[src/rtl/rfs_pkg.sv]
package rfs_pkg;
  typedef enum logic [1:0] {
    FLT_NONE   = 2'b00,
    FLT_OVCUR  = 2'b01,
    FLT_UV_SW  = 2'b10,
    FLT_UV_LIN = 2'b11
  } fault_e;

  localparam int NUM_ASYNC = 6;
  localparam int IDX_RISE  = 0;
  localparam int IDX_FALL  = 1;
  localparam int IDX_UVSW  = 2;
  localparam int IDX_UVLIN = 3;
  localparam int IDX_OC    = 4;
  localparam int IDX_EN    = 5;
endpackage

[src/rtl/rfs_sync.sv]
module rfs_sync #(
  parameter int WIDTH  = 6,
  parameter int STAGES = 2
) (
  input  logic             clk,
  input  logic             rst_n,
  input  logic [WIDTH-1:0] d_i,
  output logic [WIDTH-1:0] q_o
);
  logic [WIDTH-1:0] stage_q [STAGES];

  always_ff @(posedge clk or negedge rst_n) begin
    if (!rst_n) stage_q[0] <= '0;
    else        stage_q[0] <= d_i;
  end

  for (genvar s = 1; s < STAGES; s++) begin : g_stage
    always_ff @(posedge clk or negedge rst_n) begin
      if (!rst_n) stage_q[s] <= '0;
      else        stage_q[s] <= stage_q[s-1];
    end
  end

  assign q_o = stage_q[STAGES-1];
endmodule

[src/rtl/rfs_supply.sv]
module rfs_supply (
  input  logic clk,
  input  logic rst_n,
  input  logic rise_s,
  input  logic fall_s,
  output logic supply_ok_o
);
  always_ff @(posedge clk or negedge rst_n) begin
    if (!rst_n)      supply_ok_o <= 1'b0;
    else if (fall_s) supply_ok_o <= 1'b0;
    else if (rise_s) supply_ok_o <= 1'b1;
  end

  AST_HOLD_OFF: assert property (@(posedge clk) disable iff (!rst_n)
    (!supply_ok_o && !rise_s) |=> !supply_ok_o);
endmodule

[src/rtl/rfs_fault_latch.sv]
module rfs_fault_latch
  import rfs_pkg::*;
(
  input  logic   clk,
  input  logic   rst_n,
  input  logic   active_i,
  input  logic   fall_s,
  input  logic   oc_s,
  input  logic   uv_sw_s,
  input  logic   uv_lin_s,
  input  logic   sw_done_i,
  input  logic   lin_done_i,
  output fault_e fault_q_o,
  output logic   trip_o
);
  fault_e trip_code;

  always_comb begin
    trip_code = FLT_NONE;
    if (active_i && fault_q_o == FLT_NONE) begin
      if (oc_s)                         trip_code = FLT_OVCUR;
      else if (uv_sw_s && sw_done_i)    trip_code = FLT_UV_SW;
      else if (uv_lin_s && lin_done_i)  trip_code = FLT_UV_LIN;
    end
  end

  assign trip_o = (trip_code != FLT_NONE);

  always_ff @(posedge clk or negedge rst_n) begin
    if (!rst_n)      fault_q_o <= FLT_NONE;
    else if (fall_s) fault_q_o <= FLT_NONE;
    else if (trip_o) fault_q_o <= trip_code;
  end

  AST_CLEAR_ON_FALL: assert property (@(posedge clk) disable iff (!rst_n)
    fall_s |=> (fault_q_o == FLT_NONE));
  AST_FIRST_HELD: assert property (@(posedge clk) disable iff (!rst_n)
    (fault_q_o != FLT_NONE && !fall_s) |=> $stable(fault_q_o));
endmodule

[src/rtl/rfs_gate_ctrl.sv]
module rfs_gate_ctrl (
  input  logic clk,
  input  logic rst_n,
  input  logic supply_ok_i,
  input  logic fall_s,
  input  logic en_s,
  input  logic latched_i,
  input  logic trip_i,
  input  logic pwm_i,
  output logic hs_en_o,
  output logic ls_en_o,
  output logic lin_en_o,
  output logic ss_run_o
);
  logic permit;
  logic run;

  assign permit   = supply_ok_i && !fall_s && en_s && !latched_i;
  assign run      = permit && !trip_i;
  assign hs_en_o  = run && pwm_i;
  assign ls_en_o  = run && !pwm_i;
  assign lin_en_o = run;
  assign ss_run_o = permit;

  AST_NO_OVERLAP: assert property (@(posedge clk) disable iff (!rst_n)
    !(hs_en_o && ls_en_o));
  AST_OFF_WHEN_LATCHED: assert property (@(posedge clk) disable iff (!rst_n)
    latched_i |-> (!hs_en_o && !ls_en_o && !lin_en_o));
endmodule

[src/rtl/reg_fault_supervisor.sv]
module reg_fault_supervisor
  import rfs_pkg::*;
#(
  parameter int SYNC_STAGES = 2
) (
  input  logic       clk,
  input  logic       rst_n,
  input  logic       sup_rise_i,
  input  logic       sup_fall_i,
  input  logic       uv_sw_i,
  input  logic       uv_lin_i,
  input  logic       oc_i,
  input  logic       en_i,
  input  logic       ss_sw_done_i,
  input  logic       ss_lin_done_i,
  input  logic       pwm_i,
  output logic       hs_en_o,
  output logic       ls_en_o,
  output logic       lin_en_o,
  output logic       ss_run_o,
  output logic [1:0] fault_code_o
);
  logic [NUM_ASYNC-1:0] raw_flags;
  logic [NUM_ASYNC-1:0] syn_flags;
  logic   supply_ok;
  logic   trip;
  fault_e fault_q;

  always_comb begin
    raw_flags            = '0;
    raw_flags[IDX_RISE]  = sup_rise_i;
    raw_flags[IDX_FALL]  = sup_fall_i;
    raw_flags[IDX_UVSW]  = uv_sw_i;
    raw_flags[IDX_UVLIN] = uv_lin_i;
    raw_flags[IDX_OC]    = oc_i;
    raw_flags[IDX_EN]    = en_i;
  end

  rfs_sync #(.WIDTH(NUM_ASYNC), .STAGES(SYNC_STAGES)) u_sync (
    .clk(clk), .rst_n(rst_n), .d_i(raw_flags), .q_o(syn_flags)
  );

  rfs_supply u_supply (
    .clk(clk), .rst_n(rst_n),
    .rise_s(syn_flags[IDX_RISE]), .fall_s(syn_flags[IDX_FALL]),
    .supply_ok_o(supply_ok)
  );

  rfs_fault_latch u_latch (
    .clk(clk), .rst_n(rst_n),
    .active_i(supply_ok && syn_flags[IDX_EN]),
    .fall_s(syn_flags[IDX_FALL]),
    .oc_s(syn_flags[IDX_OC]),
    .uv_sw_s(syn_flags[IDX_UVSW]),
    .uv_lin_s(syn_flags[IDX_UVLIN]),
    .sw_done_i(ss_sw_done_i),
    .lin_done_i(ss_lin_done_i),
    .fault_q_o(fault_q),
    .trip_o(trip)
  );

  rfs_gate_ctrl u_gate (
    .clk(clk), .rst_n(rst_n),
    .supply_ok_i(supply_ok),
    .fall_s(syn_flags[IDX_FALL]),
    .en_s(syn_flags[IDX_EN]),
    .latched_i(fault_q != FLT_NONE),
    .trip_i(trip),
    .pwm_i(pwm_i),
    .hs_en_o(hs_en_o),
    .ls_en_o(ls_en_o),
    .lin_en_o(lin_en_o),
    .ss_run_o(ss_run_o)
  );

  assign fault_code_o = fault_q;

  AST_CODE_MEANS_OFF: assert property (@(posedge clk) disable iff (!rst_n)
    (fault_code_o != 2'b00) |-> (!hs_en_o && !ls_en_o && !lin_en_o && !ss_run_o));
endmodule

[config.mk]
export PLATFORM = sky130hd
export DESIGN_NAME = reg_fault_supervisor
export DESIGN_NICKNAME = d
export VERILOG_FILES = /design/src/rtl/rfs_pkg.sv /design/src/rtl/rfs_sync.sv /design/src/rtl/rfs_supply.sv /design/src/rtl/rfs_fault_latch.sv /design/src/rtl/rfs_gate_ctrl.sv /design/src/rtl/reg_fault_supervisor.sv
export SDC_FILE = /design/constraint.sdc
export NUM_CORES = 1
export LEC_CHECK = 0
export BUFFER_PORTS_ARGS = -buffer_cell sky130_fd_sc_hd__buf_2
export CAP_MARGIN = 10
export CORE_AREA = 5 5 42 44
export CTS_CLUSTER_DIAMETER = 60
export CTS_CLUSTER_SIZE = 30
export DETAILED_ROUTE_END_ITERATION = 12
export DIE_AREA = 0 0 47 49
export HOLD_SLACK_MARGIN = 0.06
export RECOVER_POWER = 25
export SLEW_MARGIN = 20
export SYNTH_ARGS = -nofsm -noshare
export SYNTH_HDL_FRONTEND = slang
export SYNTH_SLANG_ARGS = --single-unit
[constraint.sdc]
create_clock -name clk -period 1.2 [get_ports clk]
set_input_delay 0.24 -clock clk [delete_from_list [all_inputs] [get_ports clk]]
set_output_delay 0.24 -clock clk [all_outputs]
set_load 0.05 [all_outputs]
* After elaboration in Yosys (flattened, before gate mapping) *
Index checks and enable logic that the tools add are counted.

storage, ports and cells
  register bits after elaboration = 15
  latch bits = 0
  RAM bits = 0
  bits in read-only memories = 0
  bits of input ports = 11
  word-level logic and storage cells = 31
  memories kept = 0

operators by class
  add/sub/neg operators = 0
  multiply operators = 0
  div/mod/pow operators = 0
  magnitude comparators = 0
  equality and inequality tests = 0
  shift-type cells = 0
  muxes and demuxes = 8
  bitwise logic cells = 0
  reduce and logical (&&, ||, !) cells = 19

operators by type and width
  cell                count
  2-bit 2-to-1 mux    6
  1-bit logical AND   10
  2-bit nonzero test  4
  1-bit logical NOT   4
  2-bit logical NOT   1
  1-bit 2-to-1 mux    2

* Logic depth before layout (Yosys ltp) *
Gate-level depths: netlist of run 1.

  word-level depth = 9
  gate-level depth with buffers = 3
  mapped depth without buffers = 3

* Modules after synthesis *
A second synthesis of run 1 with hierarchy kept.

unflattened totals
  cell total of the unflattened synthesis = 40
  area, all modules = 564.3 µm²

by module, submodules not included
  module                instances  cells an instance  area each (µm²)
  rfs_sync              1          18                 345.3
  rfs_fault_latch       1          13                 121.4
  rfs_gate_ctrl         1          5                  50.0
  rfs_supply            1          2                  35.0
  reg_fault_supervisor  1          2                  12.5

* Worst setup path after synthesis of run 1 *
OpenSTA, ideal clock, no wires.

  path kind = register to output
  from = reg u_latch.fault_q_o[1]
  to = out hs_en_o
  arrival = 2.471 ns
  slack = -1.511 ns
  stages on the path, launching flop included = 4
  cell sequence = dfrtp_1 -> nor3_2 -> nand3_2 -> nor4_1

on the way
  word-level cells in the longest chain between the ends = 7

ends and longest elaborated chain
  element                 line                        text
  from (decl)             rfs_fault_latch.sv:13       output fault_e fault_q_o,
  from (signal assigned)  rfs_fault_latch.sv:32       else if (trip_o) fault_q_o <= trip_code;
  2-bit logical NOT       rfs_fault_latch.sv:20       if (active_i && fault_q_o == FLT_NONE) begin
  1-bit logical AND       rfs_fault_latch.sv:20
  2-bit 2-to-1 mux        rfs_fault_latch.sv:20
  2-bit nonzero test      rfs_fault_latch.sv:27       assign trip_o = (trip_code != FLT_NONE);
  1-bit logical NOT       rfs_gate_ctrl.sv:19         assign run = permit && !trip_i;
  1-bit logical AND *     rfs_gate_ctrl.sv:19
  1-bit logical AND *     rfs_gate_ctrl.sv:20         assign hs_en_o = run && pwm_i;
  to (decl)               reg_fault_supervisor.sv:17  output logic hs_en_o,

Mark *: on every way between the ends. The rest lies on a longest branch, timed or not.

* Worst setup path after layout of run 1 *
  from = reg u_latch.fault_q_o[1]
  to = out ls_en_o

on the way
  word-level cells in the longest chain between the ends = 7

ends and longest elaborated chain
  element              line                        text
  2-bit logical NOT    rfs_fault_latch.sv:20
  1-bit logical AND    rfs_fault_latch.sv:20
  2-bit 2-to-1 mux     rfs_fault_latch.sv:20
  2-bit nonzero test   rfs_fault_latch.sv:27
  1-bit logical NOT    rfs_gate_ctrl.sv:19
  1-bit logical AND *  rfs_gate_ctrl.sv:19
  1-bit logical AND *  rfs_gate_ctrl.sv:21         assign ls_en_o = run && !pwm_i;
  to (decl)            reg_fault_supervisor.sv:18  output logic ls_en_o,

Marks and branches as above.

==> results of run 1 <==
## worst max-delay path by stage
| stage | to | cells past startpoint |
|---|---|---|
| 2_1_floorplan | hs_en_o | 3 |
| 3_3_place_gp | hs_en_o | 4 |
| 3_5_place_dp | hs_en_o | 4 |
| 4_1_cts | ls_en_o | 4 |
| 5_1_grt | hs_en_o | 4 |
| 6_report | ls_en_o | 4 |
## flip-flops by register name, summed over array words and instances, names as in the netlist
register,cells
u_sync.q_o,6
u_sync.stage_q,6
u_latch.fault_q_o,2
u_supply.supply_ok_o,1
## layer usage
metal	vias to the layer above	share of wire (%)
li1	185	-
met1	170	40
met2	15	51
met3	0	8.3
met4	0	0
met5	-	0
## kinds of logic (layout without fill, tap and decap cells)
family | Yosys count | after routing | share of synthesized area (%)
flops | 15 | 15 | 79.2
simple gates | 11 | 11 | 13.2
buf+inv | 4 | 40 | 3.17
compound gates | 3 | 3 | 4.49
## metrics by stage
| step | setup TNS (ns) | setup slack (ns) |
|---|---|---|
| global placement | -1.11 | -0.296 |
| CTS | -2.37 | -0.550 |
| floorplan | -1.78 | -0.611 |
| detailed placement | -1.26 | -0.319 |
| finish | -2.34 | -0.523 |
| global route | -2.88 | -0.608 |
## Yosys cell counts
master	number
o32ai_1	1
nor2_1	2
and2_1	1
o22ai_1	1
a31oi_1	1
nor3_2	1
nand2_1	3
nand3_2	1
nor3_1	1
dfrtp_1	15
inv_1	4
nor4_1	2
## cell type report
type	instances	share of cell area, %
clock buffer	3	2.59
inverter	4	2.16
multi-input combinational	14	16.8
sequential	15	43.4
clock inverter	1	0.575
timing repair buffer	32	32.2
tap	16	2.30
## tightest hold or removal path: stages
cell,delay (ns)
buf_2,0.08
a31oi_1,0.08
o22ai_1,0.10
## power groups by stage
stage	Sequential, uW	Combinational, uW	Clock (uW)
detailed placement	559	103	0
floorplan	568	40.5	0
global route	552	151	311
global placement	558	101	0
finish	548	137	272
CTS	549	137	286
## repair_timing
action                     4_1_cts  5_1_grt
hold buffers                     7        0
hold endpoints to repair        21        0
gates resized for setup         19        2
gates cloned                     0        0
setup endpoints to repair        7        8
setup buffers                    1        2
pin swaps                        3        1
==> results.md, run 1 <==
* Worst hold path type: in2reg
* H-tree depth at 1
* TritonCTS buffer count at 3
* Met1 usage at between 10% and 20%
* WL/cell at 10.1 um
* Max Cap Viol at 0
* CP delay by family, top: simple AND/OR/NAND/NOR gates
* Synth area leader: dfrtp_1
* Clock share of power at 28.4%
* Grt peak-use layer: met2
* Overall power at 957 uW
* Synthesized area at about 470 sq um
* Initial antenna violation count at 0
* VDD IR max at 0.831 mV
* Die Y-Extent at 49 um
* Post-layout util at between 60% and 70%
* Syn Nets at 44
* Synth Warn # at 0
* Routed vias/inst at 4.35
* Total gr overflow at 0
* Worst Setup SP: u_latch.fault_q_o[1]
* Commonest non-fill, non-tap cell in the layout: dfrtp_1
* CP Launch Type: register
* Pint at 725 uW
* Clock Tree Root: clkbuf_4
* Sequential Area at between 300 and 400 sq um
* Worst-margin pin slew at roughly 0.74 ns
* Worst Path Required at 0.96 ns
* R2R Path End: u_latch.fault_q_o[1]
* Multi-input logic area at 146 sq um
* WHS at 0.276 ns
* First-pass GRT wire length at 1600 um
* TritonCTS clock tree: done
* Global Route Usage Sum at 9.73%
* Max incr delay on CP at 0.43 ns
* Fmax at a little under 600 MHz
* Rel. slew slack at between 50% and 60%
* PwrDens at around 1100 nW/um^2
* Tcrit/Tclk final at 144%
* Hold Path Stages at 3
* R2r worst-path depth at 4
* Worst path slowest cell: dfrtp_2
* Clock Skews at 0.00851 ns
* Vias in the first global route at 377
* CP endpoint kind: output port
* Flop pwr share at around 57%
* Die width at 47 um
* Routed wire length at 856 um
* Die area at 2300 sq um
* FF+latch count, synth at 15
* Drt first pass iters at 2
* Gpl congestion at roughly 0.74
* R2R Setup Slk at -0.09 ns
* Critical path class: reg2out
* Vias at 370
* Setup violators final at 7
* I/O Buffers at 16
* Dpl cell area at 688 sq um
* Design Area, Final at just under 900 sq um
* Tmin final at approximately 1.7 ns
* Buf/Inv on CP at 1
* Hold Fails Final Rpt at 0
* Max Slew Vio Count at 0
* Final nets at 81
* Sw Ratio at 24.3%
* Crit Path Max Fanout at 4
* Starting Density at approximately 34%
* Clock latency on the worst-skew pair at 0.28 ns
* Most frequent cells in the layout: 13 x dfrtp_1, 9 x buf_2, 7 x dlygate4sd3_1, 7 x buf_6, 5 x buf_4
* Placed instance count at 72
* Yosys top cell area share at 79.2%
* CTS clk-pin slew, worst paths at roughly 0.09 ns
* Crit path DAT at 1.48 ns
* Core Rows at 14
* Hold endpoint: u_latch.fault_q_o[0]
* Fraction of the yosys area taken by sequential cells at 79.2%
* Clock sinks at 15
* Maximum root-to-sink buffer count at 2
* Syn_area_per_cell at 14.4 sq um
* Finished Layout Cells at 85
* Synthesis-to-layout area growth at 83.6%
* Outcome: complete, but fails checks
* Hpwl dp at 648 um
* Cells along the critical path: nor3_4 > nand3_4 > nor4_4 > buf_6
* Largest net degree at the start of global routing at 16
* Min-delay src: ss_lin_done_i
* Ant diodes at 0
* Unrepaired setup endpoints after global routing: yes
* Combinational share of power at 14.3%
* RR Startpoint: u_latch.fault_q_o[1]
* Top post-synthesis cells by area: dfrtp_1 79%, inv_1 3.2%, nor4_1 2.6%
* Mapped Cells at 33
* Synth cell types at 12
* Fill cells at 113
* P_leak at 0.000391 uW
* Layout cell share with drive strength beyond 1 at 53.6%
* Drt drc at 0
* Psw at about 230 uW
* Final WS setup at -0.523 ns
* Failing checks: negative setup slack
* GR Util met3 at 3.32%
* Met2 Use GR at 13.8%
* IO Pins at 17
* Detail Route Antenna Nets at 0
* Iter 0 DRT Violations at 1
* Core box area at 1400 sq um
No activity file was read; power rests on OpenSTA's default activity.
==> run 2, diff against run 1 <==
--- a/config.mk
+++ b/config.mk
@@ -5,16 +5,17 @@
 export SDC_FILE = /design/constraint.sdc
 export NUM_CORES = 1
 export LEC_CHECK = 0
-export BUFFER_PORTS_ARGS = -buffer_cell sky130_fd_sc_hd__buf_2
 export CAP_MARGIN = 10
 export CORE_AREA = 5 5 42 44
 export CTS_CLUSTER_DIAMETER = 60
 export CTS_CLUSTER_SIZE = 30
 export DETAILED_ROUTE_END_ITERATION = 12
 export DIE_AREA = 0 0 47 49
+export DONT_BUFFER_PORTS = 1
 export HOLD_SLACK_MARGIN = 0.06
 export RECOVER_POWER = 25
 export SLEW_MARGIN = 20
 export SYNTH_ARGS = -nofsm -noshare
 export SYNTH_HDL_FRONTEND = slang
+export SYNTH_HIERARCHICAL = 1
 export SYNTH_SLANG_ARGS = --single-unit
==> run 2 against run 1 <==
  * The run still ends with negative setup slack left
  * Combinational power up 17%
  * Clock skew down 0.0063 ns
  * Utilization up 1.6 points
  * Worst hold slack worse by 0.029 ns
  * First-iteration DRC count rose to 8.0 times the previous value
  * Largest power group unchanged
  * Routed wire length up 16%
  * Sequential cell count unchanged
  * Worst setup slack worse by 0.16 ns
  * Sequential power down 0.7%
  * Largest cell class unchanged
  * Clock power down 3%
  * Synthesized cell count up 21%
  * Critical endpoint unchanged
==> results.md, run 2 <==
* Unrepaired setup endpoints after global routing: yes
* Total gr overflow at 0 (unchanged)
* I/O Buffers at 0 (-16)
* Maximum root-to-sink buffer count at 2 (unchanged)
* Final nets at 72 (-11%)
* Placement Setup Slack at -0.393 ns (-0.0740 ns)
* Most frequent cells in the layout: 13 x dfrtp_1, 9 x buf_4, 7 x dlygate4sd3_1
* Worst-margin pin slew at 0.602 ns (-0.138 ns)
* Top post-synthesis cells by area: dfrtp_1 67%, buf_4 8.0%, nor4b_2 5.3%
* Clock share of power at 27.3% (-1.1 points)
* Drt drc at 0 (unchanged)
* Core box area at 1400 sq um (unchanged)
* Hpwl dp at 838 um (+29%)
* Die width at 47 um (unchanged)
* TritonCTS buffer count at 3 (unchanged)
* Syn Nets at 51 (+16%)
* Hold Fails Final Rpt at 0 (unchanged)
* CP Launch Type: register
* Largest net degree at the start of global routing at 16 (unchanged)
* Synthesized area at 564 sq um (+19%)
* H-tree depth at 1 (unchanged)
* Synth Warn # at 6 (+6)
* Ant diodes at 0 (unchanged)
* Die area at 2300 sq um (unchanged)
* Fmax at 532 MHz (-8.3%)
* Rel. slew slack at 59.8% (+9.0 points)
* Post-synth top cells: 15 x dfrtp_1, 6 x buf_4, 3 x nor2_1
* Layout cell share with drive strength beyond 1 at 51.7% (-2.0 points)
* Iter 0 DRT Violations at 8 (+7)
* Pint at 745 uW (+2.8%)
* Initial antenna violation count at 0 (unchanged)
* Post-layout util at 63.7% (+1.6 points)
* CTS clk-pin slew, worst paths at 0.07 ns (-0.02 ns)
* Sw Ratio at 23.2% (-1.1 points)
* Number of flops mapped to enable cells by yosys at 0 (unchanged)
* Fill cells at 113 (unchanged)
* Syn_area_per_cell at 14.1 sq um (-1.8%)
* Vias in the first global route at 414 (+9.8%)
* Commonest non-fill, non-tap cell in the layout: dfrtp_1
* CP endpoint kind: output port
* Synthesis-to-layout area growth at 58.3%
* Dpl cell area at 786 sq um (+14%)
* Drt first pass iters at 4 (+2)
* Core Rows at 14 (unchanged)
* Yosys top cell area share at 66.5% (-13 points)
* Outcome: complete, but fails checks
* Synth cell types at 16 (+4)
* Worst Setup SP: u_sync/q_o[3]
* Worst path slowest cell: dfrtp_1
* TritonCTS clock tree: done
* Critical path class: reg2out
* Max Cap Viol at 0 (unchanged)
* Gpl congestion at 0.717 (-2.6%)
* Max Slew Vio Count at 0 (unchanged)
* Crit Path Max Fanout at 3 (-1)
* Overall power at 969 uW (+1.3%)
* Routed wire length at 995 um (+16%)
* VDD IR max at 0.720 mV (-13%)
* IO Pins at 17 (unchanged)
* Fraction of the yosys area taken by sequential cells at 66.5% (-13 points)
* Starting Density at 40.3% (+6.4 points)
* Flop pwr share at 56.2% (-1.1 points)
* Die Y-Extent at 49 um (unchanged)
* First-pass GRT wire length at 1680 um (+5.2%)
* P_leak at 0.000393 uW (+0.52%)
* PwrDens at 1090 nW/um^2 (-1.3%)
* RR Startpoint: u_supply/supply_ok_o
* Combinational share of power at 16.5% (+2.2 points)
* Post-CTS setup repair buffer count at 0 (-1)
* Setup violators final at 4 (-3)
* Tmin final at 1.88 ns (+0.156 ns)
* FFs w/ async S/R, synth at 100% (unchanged)
* Design Area, Final at 893 sq um (+2.6%)
* Clock latency on the worst-skew pair at 0.27 ns (about the same)
* WL/cell at 13.1 um (+30%)
* R2r worst-path depth at 5 (+1)
* Hold Path Stages at 2 (-1)
* Cells along the critical path: a22o_4 > nor2_4 > nor4b_4 > nor4_4 > buf_12
* Tcrit/Tclk final at 157% (+13 points)
* Mapped Cells at 40 (+21%)
* Max incr delay on CP at 0.40 ns (-0.03 ns)
* Most frequent cell after synthesis: dfrtp_1
* Synth area leader: dfrtp_1
* Vias at 369 (-0.27%)
* Clock sinks at 15 (unchanged)
* Worst hold path type: in2reg
* Failing checks: negative setup slack
* Min-delay src: ss_lin_done_i
* Psw at 225 uW (-3.5%)
* Clock Skews at 0.00222 ns (-0.00629 ns)
* Final TNS setup at -2.33 ns (+0.0130 ns)
* Worst Path Required at 0.96 ns (about the same)
* Global Route Usage Sum at 10.5% (+0.78 points)
* Detail Route Antenna Nets at 0 (unchanged)
* Main flop type after synthesis: dfrtp_1
* Clock Tree Root: clkbuf_4
* FF+latch count, synth at 15 (unchanged)
* Final WS setup at -0.678 ns (-0.156 ns)
* Routed vias/inst at 4.86 (+12%)
* Crit path DAT at 1.64 ns (+0.16 ns)
run 2: cell types whose count changed in the layout (fill, tap and decap cells not counted), moves of 2 or more:
cell and change:
nand2_1 -2, inv_1 -2, buf_8 -3, nor4b_4 +2, buf_2 -9, buf_6 -6
buf_4 +4, nor2_4 +2, buf_12 +5, a21oi_1 +2
run 2: area by class of cell:
cell class | count | area [sq um] | share of cell area [%]
clock buffer | 4 | 26.3 | 2.94
tap | 16 | 20.0 | 2.24
inverter | 1 | 3.75 | 0.420
timing repair buffer | 22 | 249 | 27.9
multi-input combinational | 18 | 216 | 24.2
sequential | 15 | 378 | 42.3
run 2: final timing paths:
kind                                              to  slack (ns)
worst max-delay path                         ls_en_o       -0.68
worst min-delay path            u_latch/fault_q_o[0]        0.25
worst max register to register  u_latch/fault_q_o[1]        0.08
worst min register to register         u_sync/q_o[0]        0.35
max in group asynchronous       u_latch/fault_q_o[1]        0.36
min in group asynchronous              u_sync/q_o[2]        0.41
run 2: critical path: cells and delay by family (launching register included):
family / cells / cell delay [ns]
simple gates: 3 / 0.52
flops: 1 / 0.40
compound gates: 1 / 0.27
buf+inv: 1 / 0.18
run 2: logic make-up (layout without fill, tap and decap cells):
family	count (synthesis)	count (layout)	synth area share [%]
buffers and inverters	7	27	8.65
DFF	15	15	66.5
and+or+nand+nor	13	13	18.0
AOI/OAI and AO/OA	5	5	6.87
run 2: through the flow:
stage / hold WS (ns) / std cells
global placement: -0.0552 / 65
global route: 0.276 / 76
detailed placement: -0.0552 / 65
floorplan: -0.0556 / 40
CTS: 0.239 / 76
finish: 0.247 / 76
run 2: power by group through the flow:
| stage | sequential [uW] | clock (uW) | combinational [uW] |
|---|---|---|---|
| CTS | 545 | 285 | 160 |
| finish | 544 | 265 | 160 |
| global placement | 552 | 0 | 127 |
| detailed placement | 555 | 0 | 131 |
| floorplan | 559 | 0 | 85.6 |
| global route | 548 | 299 | 171 |
run 2: timing repair:
| action | 4_1_cts | 5_1_grt |
|---|---|---|
| setup endpoints to repair | 4 | 5 |
| hold buffers | 7 | 0 |
| gates resized for setup | 1 | 2 |
| pin swaps | 3 | 2 |
| hold endpoints to repair | 21 | 0 |
run 2: per-layer routing:
metal | share of wire [%] | vias to the layer above | GRT usage (%)
met5 | 0 | - | 0
met4 | 3.2 | 0 | 8.29
met3 | 9.2 | 3 | 1.48
met2 | 57 | 18 | 18.6
met1 | 31 | 176 | 9.91
li1 | - | 172 | -
==> run 3, diff against run 2 <==
--- a/config.mk
+++ b/config.mk
@@ -5,14 +5,15 @@
 export SDC_FILE = /design/constraint.sdc
 export NUM_CORES = 1
 export LEC_CHECK = 0
+export BUFFER_PORTS_ARGS = -buffer_cell sky130_fd_sc_hd__buf_2
 export CAP_MARGIN = 10
 export CORE_AREA = 5 5 42 44
 export CTS_CLUSTER_DIAMETER = 60
 export CTS_CLUSTER_SIZE = 30
 export DETAILED_ROUTE_END_ITERATION = 12
 export DIE_AREA = 0 0 47 49
-export DONT_BUFFER_PORTS = 1
 export HOLD_SLACK_MARGIN = 0.06
+export PLACE_DENSITY = 0.68
 export RECOVER_POWER = 25
 export SLEW_MARGIN = 20
 export SYNTH_ARGS = -nofsm -noshare
==> run 3 against run 2 <==
  * The flow still finishes with violations (negative setup slack)
  * Routed wire length decreased by 1.2%
  * Sequential power about the same
  * Combinational power increased by 7%
  * Design area increased by 3.8%
  * Non-clock buffer count increased by 12
  * Fmax increased by 5.8%
  * Total power increased by 1.4%
  * Largest power group unchanged
==> results.md, run 3 (same netlist as run 2, synthesis figures left out) <==
* Outcome: complete, but fails checks
* Failing checks: negative setup slack
* Critical path class: reg2out
* Fmax at 563 MHz (+5.8%)
* Clock latency on the worst-skew pair at 0.27 ns (about the same)
* Crit Path Max Fanout at 3 (unchanged)
* Gpl congestion at 0.668 (-6.9%)
* Starting Density at 40.3% (unchanged)
* VDD IR max at 0.767 mV (+6.5%)
* Layout cell share with drive strength beyond 1 at 56.9% (+5.3 points)
* First-pass GRT wire length at 1810 um (+7.8%)
* Most frequent cell on the critical path: nor4b_4
* Final nets at 84 (+17%)
* TritonCTS clock tree: done
* Vias in the first global route at 439 (+6.0%)
* H-tree depth at 1 (unchanged)
* Most frequent cells in the layout: 13 x dfrtp_1, 9 x buf_2, 9 x buf_4
* Global Route Usage Sum at 11.5% (+0.94 points)
* Routed wire length at 983 um (-1.2%)
* Hold Path Stages at 0 (-2)
* TritonCTS buffer count at 3 (unchanged)
* Vias at 409 (+11%)
* R2R Path End: u_latch/fault_q_o[0]
* PwrDens at 1060 nW/um^2 (-2.3%)
* Setup violators final at 5 (+1)
* Ant diodes at 0 (unchanged)
* Min-delay src: u_sync/stage_q[9]
* Die area at 2300 sq um (unchanged)
* Max incr delay on CP at 0.39 ns (about the same)
* Clock Skews at 0.00399 ns (+0.00177 ns)
* Combinational share of power at 17.4% (+0.9 points)
* Drt drc at 0 (unchanged)
* CP Launch Type: register
* Worst Path Required at 0.96 ns (about the same)
* Largest net degree at the start of global routing at 16 (unchanged)
* R2r worst-path depth at 6 (+1)
* P_leak at 0.000433 uW (+10%)
* Psw at 232 uW (+3.3%)
* IO Pins at 17 (unchanged)
* Worst hold path type: reg2reg
* Commonest non-fill, non-tap cell in the layout: dfrtp_1
* Worst path slowest cell: dfrtp_1
* Hold endpoint: u_sync/q_o[3]
* Clock share of power at 27.3% (about the same)
* Sw Ratio at 23.6% (+0.43 points)
* Placement Setup Slack at -0.398 ns (-0.00567 ns)
* Core Rows at 14 (unchanged)
* R2R Setup Slk at 0.07 ns (about the same)
* Cells along the critical path: a22o_4 > nor2_4 > nor4b_4 > nor4b_4 > buf_6
* Crit path DAT at 1.54 ns (-0.10 ns)
* WL/cell at 11.2 um (-15%)
* Worst-margin pin slew at 0.493 ns (-0.109 ns)
* Rel. slew slack at 67.0% (+7.2 points)
* Max Cap Viol at 0 (unchanged)
* Routed vias/inst at 4.65 (-4.3%)
* Initial antenna violation count at 0 (unchanged)
* Drt first pass iters at 4 (unchanged)
* Maximum root-to-sink buffer count at 2 (unchanged)
* Die Y-Extent at 49 um (unchanged)
* Core box area at 1400 sq um (unchanged)
* RR Startpoint: u_latch/fault_q_o[1]
* Final WS setup at -0.576 ns (+0.102 ns)
* Iter 0 DRT Violations at 1 (-7)
* Detail Route Antenna Nets at 0 (unchanged)
* Die width at 47 um (unchanged)
* Tmin final at 1.78 ns (-0.102 ns)
* Total gr overflow at 0 (unchanged)
* CTS clk-pin slew, worst paths at 0.07 ns (about the same)
* Dpl cell area at 771 sq um (-1.9%)
* Max Slew Vio Count at 0 (unchanged)
* CP endpoint kind: output port
* Clock Tree Root: clkbuf_4
* Unrepaired setup endpoints after global routing: yes
* Design Area, Final at 927 sq um (+3.8%)
* Pint at 751 uW (+0.82%)
* Tcrit/Tclk final at 148% (-8.5 points)
* Hold Fails Final Rpt at 0 (unchanged)
* Synthesis-to-layout area growth at 64.3%
* Clock sinks at 15 (unchanged)
* Flop pwr share at 55.3% (-0.9 points)
* I/O Buffers at 16 (+16)
-- run 3: routing by layer --
layer	track usage [%]	wire (um)
met3	3.32	88
met1	12.8	337
met5	0	0
met2	17.6	540
met4	8.29	17
-- run 3: worst max path at each step --
stage,start,cells past startpoint,end
floorplan,u_sync/q_o[3],5,ls_en_o
global route,u_sync/q_o[3],5,hs_en_o
global placement,u_sync/q_o[3],5,ls_en_o
finish,u_sync/q_o[3],5,hs_en_o
CTS,u_sync/q_o[3],5,hs_en_o
detailed placement,u_sync/q_o[3],5,ls_en_o
-- run 3: critical path, delay by kind of cell (launching register included) --
family                 cells  cell delay [ns]
flip-flops                 1             0.39
buffers and inverters      1             0.19
AND/OR/NAND/NOR            3             0.43
AO/OA/AOI/OAI              1             0.26
-- run 3: power groups by stage --
stage                     combinational [uW]  sequential, uW  clock (uW)
final                                    171             544         268
after global routing                     186             547         307
after CTS                                171             544         288
after detailed placement                 141             554           0
after global placement                   139             553           0
after floorplan                         85.6             559           0
-- run 3: timing repair --
action	in CTS	in global routing
setup buffers	2	1
endpoints found under the hold margin	21	0
hold buffers	7	0
endpoints found under the setup margin	6	5
gates resized for setup	14	0
pin swaps	3	0
-- run 3: layout make-up --
class	instances	area (sq um)
timing repair buffer	34	290
sequential	15	378
clock buffer	4	26.3
inverter	1	3.75
multi-input combinational	18	209
tap	16	20.0
fill	119	474
-- run 3: stage by stage --
step / hold WS, ns / TNS (ns) / instances / total power [uW] / utilization, %
floorplan: -0.0556 / -1.76 / 40 / 645 / -
global placement: 0.147 / -1.28 / 75 / 692 / 55.0
detailed placement: 0.150 / -1.38 / 75 / 695 / 55.0
CTS: 0.343 / -2.20 / 87 / 1000 / 65.6
global route: 0.359 / -2.46 / 88 / 1040 / 66.2
finish: 0.351 / -2.07 / 88 / 983 / 66.2
